**config.mk**
```make
export PLATFORM = sky130hd
export DESIGN_NAME = pn_bit_source
export DESIGN_NICKNAME = d
export VERILOG_FILES = /design/src/rtl/pn_bit_source.sv
export SDC_FILE = /design/constraint.sdc
export NUM_CORES = 1
export LEC_CHECK = 0
export CAP_MARGIN = 20
export CORE_AREA = 2 2 91 93
export CTS_CLUSTER_DIAMETER = 30
export CTS_CLUSTER_SIZE = 28
export DETAILED_ROUTE_END_ITERATION = 12
export DIE_AREA = 0 0 93 95
export DONT_BUFFER_PORTS = 1
export PLACE_DENSITY = 0.4
export SLEW_MARGIN = 20
export SYNTH_ARGS = -nofsm -noshare
export SYNTH_HDL_FRONTEND = slang
export SYNTH_SLANG_ARGS = --single-unit
export TNS_END_PERCENT = 5
```
**constraint.sdc**
```tcl
create_clock -name clk -period 2.3 [get_ports clk]
set_input_delay 0.575 -clock clk [delete_from_list [all_inputs] [get_ports clk]]
set_output_delay 0.575 -clock clk [all_outputs]
set_load 0.05 [all_outputs]
```
**src/rtl/pn_bit_source.sv**
```systemverilog
module pn_bit_source #(
  parameter int SR_W   = 15,
  parameter int TICK_W = 32,
  parameter int LEN_W  = 16
) (
  input  logic             clk,
  input  logic             rst,
  input  logic             tick_en,
  input  logic             start,
  input  logic [LEN_W-1:0] pkt_len,
  output logic             bit_out,
  output logic             bit_valid,
  output logic             done
);

  logic [TICK_W-1:0] tick_q;
  logic [SR_W-1:0]   sr_q, sr_nxt, seed;
  logic [LEN_W-1:0]  left_q;
  logic              busy_q, done_q, accept;

  assign seed   = SR_W'({tick_q, 1'b1});
  assign sr_nxt = {sr_q[SR_W-2] ^ sr_q[SR_W-1], sr_q[SR_W-3:0], sr_q[SR_W-1]};
  assign accept = start && !busy_q;

  always_ff @(posedge clk) begin
    if (rst) begin
      tick_q <= '0;
      sr_q   <= SR_W'(1);
      left_q <= '0;
      busy_q <= 1'b0;
      done_q <= 1'b0;
    end else begin
      done_q <= 1'b0;
      if (tick_en) tick_q <= tick_q + 1'b1;
      if (accept) begin
        if (pkt_len != '0) begin
          busy_q <= 1'b1;
          sr_q   <= seed;
          left_q <= pkt_len;
        end else begin
          done_q <= 1'b1;
        end
      end else if (busy_q) begin
        sr_q   <= sr_nxt;
        left_q <= left_q - 1'b1;
        if (left_q == LEN_W'(1)) begin
          busy_q <= 1'b0;
          done_q <= 1'b1;
        end
      end
    end
  end

  assign bit_out   = busy_q & sr_q[SR_W-1];
  assign bit_valid = busy_q;
  assign done      = done_q;


  tick_step_chk: assert property (@(posedge clk) disable iff (rst)
    tick_en |=> tick_q == TICK_W'($past(tick_q) + 1'b1));


  state_nonzero_chk: assert property (@(posedge clk) disable iff (rst)
    busy_q |-> sr_q != '0);


  busy_hold_chk: assert property (@(posedge clk) disable iff (rst)
    (busy_q && left_q != LEN_W'(1)) |=> busy_q);


  count_down_chk: assert property (@(posedge clk) disable iff (rst)
    (busy_q && left_q != LEN_W'(1)) |=> left_q == LEN_W'($past(left_q) - 1'b1));


  done_idle_chk: assert property (@(posedge clk) disable iff (rst)
    done_q |-> !busy_q);


  rotate_chk: assert property (@(posedge clk) disable iff (rst)
    (busy_q && left_q != LEN_W'(1)) |=> sr_q[0] == $past(sr_q[SR_W-1]));

endmodule

```
==> run_results.csv, run 1 <==
group,metric,value,unit
worst_setup_path,critical_path.startpoint_type,"flip-flop",
route,vias,2020,
route,drc,0,
power,peakVddDrop,0.0002616,V
cells_and_area,ff_latch_area,940.9,sq um
synthesis,async_flop_share,0,%
synthesis,syn_nets,311,
route,routed_via_density,5.127,
clock_tree,cts.sinks,47,
worst_hold_path,whs_endpoint,"left_q[15]$_SDFFE_PP0P_",
cells_and_area,areaGrowthSynthToFinish,11.28,%
synthesis,synth_top_family_by_area,"simple AND/OR/NAND/NOR gates",
placed_design,gp_congestion,0.7535,
timing,maxSlewViolCount,0,
grt,track_usage,14.62,%
clock_tree,root_buffer,"clkbuf_8",
route,routed_wl,5.946,mm
grt,grt_max_degree,48,
synthesis,syn_area,0.002317,sq mm
grt,grt_pass1_vias,1983,
cells_and_area,n_antenna_cell,0,
synthesis,synth_mux_area_share,0.4320,%
worst_setup_path,arrival,1.49,ns
floorplanning,dieArea,0.008835,sq mm
worst_setup_path,r2r_end,"done$_SDFF_PP0_",
flow_run,maxCapViolCount,0,
route,drtAntennaViolNets,0,
worst_setup_path,worst-setup-path-type,"reg2out",
worst_setup_path,crit_slowest_cell,"dfxtp_1",
synthesis,yosys.area.top_type_share,40.60,%
synthesis,synth_edf_count,0,
worst_setup_path,path_max_fanout,11,
cells_and_area,fill_cells,884,
cells_and_area,multi_input_comb_area,0.001287,sq mm
worst_setup_path,worstPathBufferInverterCount,0,
power,powerDensity,731.0,mW/mm^2
timing,maxSlewHeadroom,61.17,%
grt,antenna_found_initial,0,
synthesis,synth_top_area_cell,"dfxtp_1",
worst_hold_path,hold_path.class,"in2reg",
clock_tree,clockBufferDepth,2,
worst_setup_path,crit_path_max_incr_delay,0.61,ns
synthesis,ys_types,47,
placed_design,dp_hpwl,4.229,mm
grt,grt_pass1_wl,10.15,mm
floorplanning,die_h,95,um
synthesis,synth_simple_gate_area_share,28.19,%
floorplanning,start_util,29.23,%
synthesis,yosys_warnings,0,
synthesis,postSynthCellCount,288,
clock_tree,cts_tree,"built",
synthesis,synth_flop_cell,"dfxtp_1",
floorplanning,io_pins,23,
floorplanning,coreArea,0.007928,sq mm
synthesis,synth-adder-area-share,1.620,%
clock_tree,ctsHoldBuffers,0,
timing,timing.final.crit_share,89.74,%
worst_setup_path,rr_startpoint,"left_q[8]$_SDFFE_PP0P_",
power,p_total,1.885,mW
timing,fmax,484.5,MHz
worst_setup_path,required,1.73,ns
timing,rsz0062_at_grt,"false",
clock_tree,clkTransAtPathRegs,0.09,ns
timing,setup_tns,0,ns
synthesis,synth_most_common_cell,"dfxtp_1",
status,outcome,"finished, final reports clean",
synthesis,synth-seq-cells,47,
synthesis,synth_xor_area_share,6.425,%
route,routedWlPerCell,15.09,um
timing,hold_viol_final,0,
timing,skew,0.008284,ns
synthesis,synth.area.top_cells,"dfxtp_1, nand2_1, nor2_1",
worst_setup_path,path_cells,"and2_1",
worst_setup_path,reg2reg_depth,5,
worst_setup_path,crit_family,"flip-flops",
clock_tree,cts_made_buffers,5,
worst_setup_path,r2r_slack,0.31,ns
synthesis,synth_compound_area_share,18.79,%
synthesis,synth_commonest_cells,"dfxtp_1, nand2_1, nor2_1, a21oi_1, clkbuf_1",
clock_tree,cts_setup_buffers,0,
worst_hold_path,worstHoldPathCells,1,
clock_tree,htreeDepth,2,
cells_and_area,drive_gt1_share,10.03,%
clock_tree,worstSkewPairLatency,0.30,ns
timing,worst_pin_slew,0.5824,ns
floorplanning,fp.dieW,93,um
route,initialDrtViolationCount,65,
route,firstDrtPassIters,4,
floorplanning,rows,33,
power,p_leak,0.8953,nW
synthesis,synth_seq_area_share,40.60,%
placed_design,place.port_buffers,0,
cells_and_area,nets,312,
timing,min_period,2.064,ns
timing,setup_viol,0,
grt,grt.overflow.total,0,
worst_hold_path,hp-start,"rst",
worst_setup_path,endpoint_kind,"primary output",
clock_tree,cts_resized,0,
synthesis,synth.avg_cell_area,8.046,sq um
## kinds of logic after synthesis
family | Yosys count
mux | 1
simple gates | 136
xor+xnor | 17
buf+inv | 24
fa+ha+maj | 3
compound gates | 60
flops | 47
## flip-flops by register name, summed over array words and instances, names as in the netlist
signal / count
bit_valid: 1
tick_q: 14
done: 1
sr_q: 15
left_q: 16
## placed cells by master (no fill, tap or decap), types with 7 or more instances in the layout
master	count
a21oi_1	19
nor2_1	40
dfxtp_1	47
nor4_1	7
a311oi_1	14
nor3_1	8
buf_4	12
xor2_1	11
nand2_1	45
nand3_1	10
## per-layer routing
metal | track usage [%] | share of wire, % | vias up
met3 | 2.953 | 4.4 | 6
met4 | 4.044 | 1.2 | 0
met2 | 25.00 | 48 | 28
met5 | 0 | 0 | -
li1 | - | - | 1033
met1 | 18.77 | 46 | 953
## how the worst max path moves through the flow
stage	start	end	slack, ns	depth (start not counted)
after floorplan	bit_valid$_SDFFE_PP0P_	bit_out	0.29	2
after global placement	pkt_len[11]	sr_q[14]$_SDFFE_PP0P_	0.18	5
after detailed placement	pkt_len[3]	sr_q[14]$_SDFFE_PP0P_	0.14	5
after CTS	bit_valid$_SDFFE_PP0P_	bit_out	0.23	1
after global routing	left_q[8]$_SDFFE_PP0P_	done$_SDFF_PP0_	0.16	5
final	bit_valid$_SDFFE_PP0P_	bit_out	0.24	1
## metrics by stage
step	hold slack [ns]	area (sq um)	utilization, %	setup WS, ns	std cells
after floorplan	0.4432	2317	-	0.2900	288
after global placement	0.4616	2472	31.19	0.1840	387
after detailed placement	0.4662	2472	31.19	0.1353	387
after CTS	0.3273	2579	32.53	0.2280	394
after global routing	0.3207	2579	32.53	0.1561	394
final	0.3477	2579	32.53	0.2359	394
## power by group
part	switching (mW)	internal [mW]	total (mW)
clock network	0.280	0.318	0.598
registers	0.0570	0.870	0.927
logic	0.202	0.158	0.360
## final cells by class
| type | instances | share of cell area, % |
|---|---|---|
| inverter | 6 | 0.8734 |
| timing repair buffer | 12 | 3.493 |
| tap | 105 | 5.095 |
| clock inverter | 2 | 1.456 |
| multi-input combinational | 217 | 49.93 |
| clock buffer | 5 | 2.669 |
| sequential | 47 | 36.49 |
(Power assumes the default switching activity.)
==> run 2: changes to the inputs <==
--- a/config.mk
+++ b/config.mk
@@ -5,13 +5,15 @@
 export SDC_FILE = /design/constraint.sdc
 export NUM_CORES = 1
 export LEC_CHECK = 0
+export ABC_AREA = 1
 export CAP_MARGIN = 20
-export CORE_AREA = 2 2 91 93
+export CORE_AREA = 2 2 97 99
 export CTS_CLUSTER_DIAMETER = 30
 export CTS_CLUSTER_SIZE = 28
 export DETAILED_ROUTE_END_ITERATION = 12
-export DIE_AREA = 0 0 93 95
+export DIE_AREA = 0 0 99 101
 export DONT_BUFFER_PORTS = 1
+export MAX_ROUTING_LAYER = met4
 export PLACE_DENSITY = 0.4
 export SLEW_MARGIN = 20
 export SYNTH_ARGS = -nofsm -noshare
==> run 2 against run 1 <==
Compared with the run above:
- sequential cell count stayed put
- via count increased by 20%
- critical path type unchanged
- register-to-register slack improved by 0.23 ns
- clock skew grew 0.0074 ns
==> run_results.csv, run 2 <==
group,metric,value,unit
synthesis,synth-seq-cells,47,
worst_setup_path,cp_common_cell,"buf_4",
power,peakVddDrop,0.0002256,V
grt,grt_pass1_wl,11.50,mm
cells_and_area,n_antenna_cell,0,
cells_and_area,nets,420,
floorplanning,die_h,101,um
power,p_clk_share,27.6,%
clock_tree,root_buffer,"clkbuf_8",
cells_and_area,largestRegisters,"left_q (16), sr_q (15), tick_q (14)",
grt,grt_pass1_vias,2325,
timing,maxSlewViolCount,0,
floorplanning,coreArea,0.008977,sq mm
grt,grt.overflow.total,0,
placed_design,dp_hpwl,4.860,mm
cells_and_area,layout_common_cells,"nand2_1, nor2_1, dfxtp_1, o21ai_0, inv_1",
synthesis,yosys_warnings,0,
clock_tree,cts.sinks,47,
cells_and_area,layout_commonest_cell,"nand2_1",
grt,track_usage,14.88,%
cells_and_area,fin_util,31.15,%
route,drc,0,
cells_and_area,areaGrowthSynthToFinish,7.504,%
route,drtAntennaViolNets,0,
cells_and_area,fill_cells,975,
power,p_total,1.872,mW
timing,setup_tns,0,ns
floorplanning,io_pins,23,
worst_setup_path,path_max_fanout,8,
synthesis,synth-adder-area-share,1.443,%
grt,antenna_found_initial,0,
synthesis,synth_simple_gate_area_share,34.63,%
synthesis,synth_top_area_cell,"dfxtp_1",
synthesis,async_flop_share,0,%
worst_hold_path,worstHoldPathCells,1,
placed_design,gp_congestion,0.7742,
synthesis,synth_top_family_by_area,"simple AND/OR/NAND/NOR gates",
synthesis,syn_area,0.002601,sq mm
worst_setup_path,reg2reg_depth,6,
worst_setup_path,crit_family,"buffers and inverters",
route,vias,2415,
route,routed_wl,6.834,mm
worst_setup_path,crit_slowest_cell,"dfxtp_1",
worst_setup_path,r2r_end,"tick_q[10]$_SDFFE_PP0P_",
clock_tree,worstSkewPairLatency,0.31,ns
synthesis,synth_flop_cell,"dfxtp_1",
worst_hold_path,hp-start,"rst",
cells_and_area,largest_reg_flops,16,
synthesis,synth.area.top_cells,"dfxtp_1, nand2_1, nor2_1",
route,initialDrtViolationCount,100,
synthesis,synth_edf_count,0,
worst_setup_path,critical_path.startpoint_type,"flip-flop",
timing,rsz0062_at_grt,"false",
power,powerDensity,669.3,mW/mm^2
clock_tree,cts_resized,0,
floorplanning,start_util,28.98,%
worst_setup_path,arrival,1.22,ns
flow_run,maxCapViolCount,0,
timing,worst_pin_slew,0.4841,ns
power,p_leak,1.148,nW
synthesis,synth_mux_area_share,0.3848,%
worst_setup_path,worst-setup-path-type,"reg2out",
synthesis,syn_nets,419,
worst_setup_path,crit_path_max_incr_delay,0.38,ns
worst_setup_path,path_cells,"buf_4 > nand2_1 > inv_1 > buf_4",
timing,fin_ws,0.5068,ns
clock_tree,ctsHoldBuffers,0,
floorplanning,fp.dieW,99,um
worst_setup_path,worstPathBufferInverterCount,3,
clock_tree,clockBufferDepth,2,
timing,fmax,557.7,MHz
synthesis,synth_xor_area_share,1.347,%
route,routedWlPerCell,13.43,um
power,cellInternalPower,1.236,mW
synthesis,synth.avg_cell_area,6.569,sq um
power,p_sw_share,33.97,%
worst_setup_path,required,1.73,ns
synthesis,synth_seq_area_share,36.17,%
power,combPwrFrac,22.8,%
worst_hold_path,hold_path.class,"in2reg",
worst_setup_path,rr_startpoint,"tick_q[0]$_SDFFE_PP0P_",
synthesis,postSynthCellCount,396,
clock_tree,cts_setup_buffers,0,
route,routed_via_density,4.745,
grt,met1_usage,19.11,%
synthesis,ys_types,35,
timing,hold_viol_final,0,
grt,met2_usage,23.91,%
clock_tree,cts_tree,"built",
power,seq_power_share,49.6,%
clock_tree,clkTransAtPathRegs,0.10,ns
route,firstDrtPassIters,5,
worst_hold_path,whs_endpoint,"left_q[15]$_SDFFE_PP0P_",
synthesis,synth_compound_area_share,16.64,%
clock_tree,htreeDepth,2,
floorplanning,dieArea,0.009999,sq mm
synthesis,yosys.area.top_type_share,36.17,%
worst_setup_path,endpoint_kind,"primary output",
worst_setup_path,r2r_slack,0.54,ns
grt,use_met3,2.497,%
power,p_switching,635.8,uW
timing,maxSlewHeadroom,67.43,%
grt,grt_busiest_layer,"met2",
cells_and_area,largest-register,"left_q",
synthesis,synth_commonest_cells,"nand2_1, nor2_1, dfxtp_1, o21ai_0, inv_1",
timing,skew,0.01566,ns
cells_and_area,drive_gt1_share,11.06,%
timing,setup_viol,0,
clock_tree,cts_made_buffers,5,
grt,grt_max_degree,37,
placed_design,place.port_buffers,0,
floorplanning,rows,35,
synthesis,synth_most_common_cell,"nand2_1",
timing,min_period,1.793,ns
timing,timing.final.crit_share,77.97,%
status,outcome,"finished, final reports clean",
placed_design,place_ws,0.3784,ns
## run 2: cell count changes after synthesis, sizes merged, moves of 9 or more
cell,before,now
nand3,10,25
nand2,45,91
a311oi,14,0
a21oi,19,28
inv,6,36
nor2,40,83
o21ai,5,46
## run 2: cells by family (layout without fill, tap and decap cells)
logic type,count (synthesis),in the layout
compound gates,80,80
xor+xnor,4,4
fa+ha+maj,3,3
buf+inv,53,55
flops,47,47
mux,1,1
simple gates,208,208
## run 2: area by class of cell
| cell class | count | area (sq um) | share of cell area (%) |
|---|---|---|---|
| timing repair buffer | 9 | 67.56 | 2.416 |
| multi-input combinational | 296 | 1416 | 50.65 |
| sequential | 47 | 940.9 | 33.65 |
| clock inverter | 3 | 20.02 | 0.7159 |
| tap | 111 | 138.9 | 4.966 |
| clock buffer | 5 | 68.82 | 2.461 |
| inverter | 38 | 143.9 | 5.145 |
## run 2: power by group through the flow
stage                     Combinational [mW]  Sequential, mW  Clock (mW)
after floorplan                        0.349           0.936           0
after global placement                 0.429           0.947           0
after detailed placement               0.430           0.946           0
after CTS                              0.431           0.928       0.542
after global routing                   0.496           0.939       0.556
final                                  0.427           0.928       0.517
## run 2: worst max path at each step
stage	start	to	slack, ns	cells after the start
after floorplan	bit_valid$_SDFFE_PP0P_	bit_out	0.43	3
after global routing	tick_q[0]$_SDFFE_PP0P_	tick_q[10]$_SDFFE_PP0P_	0.31	6
final	bit_valid$_SDFFE_PP0P_	bit_out	0.51	4
after CTS	bit_valid$_SDFFE_PP0P_	bit_out	0.49	4
after global placement	start	left_q[13]$_SDFFE_PP0P_	0.41	7
after detailed placement	pkt_len[1]	left_q[9]$_SDFFE_PP0P_	0.38	9
## run 2: through the flow
stage / instance area, sq um / hold slack (ns) / std cells
6_report: 2796 / 0.3236 / 509
5_1_grt: 2796 / 0.3090 / 509
4_1_cts: 2796 / 0.3023 / 509
3_5_place_dp: 2708 / 0.4583 / 501
3_3_place_gp: 2708 / 0.4593 / 501
2_1_floorplan: 2601 / 0.4367 / 396
## run 2: metal layers
layer | vias up | part of all wire [%]
met3 | 13 | 3.5
met2 | 42 | 45
li1 | 1272 | -
met5 | - | 0
met1 | 1088 | 50
met4 | 0 | 1.7
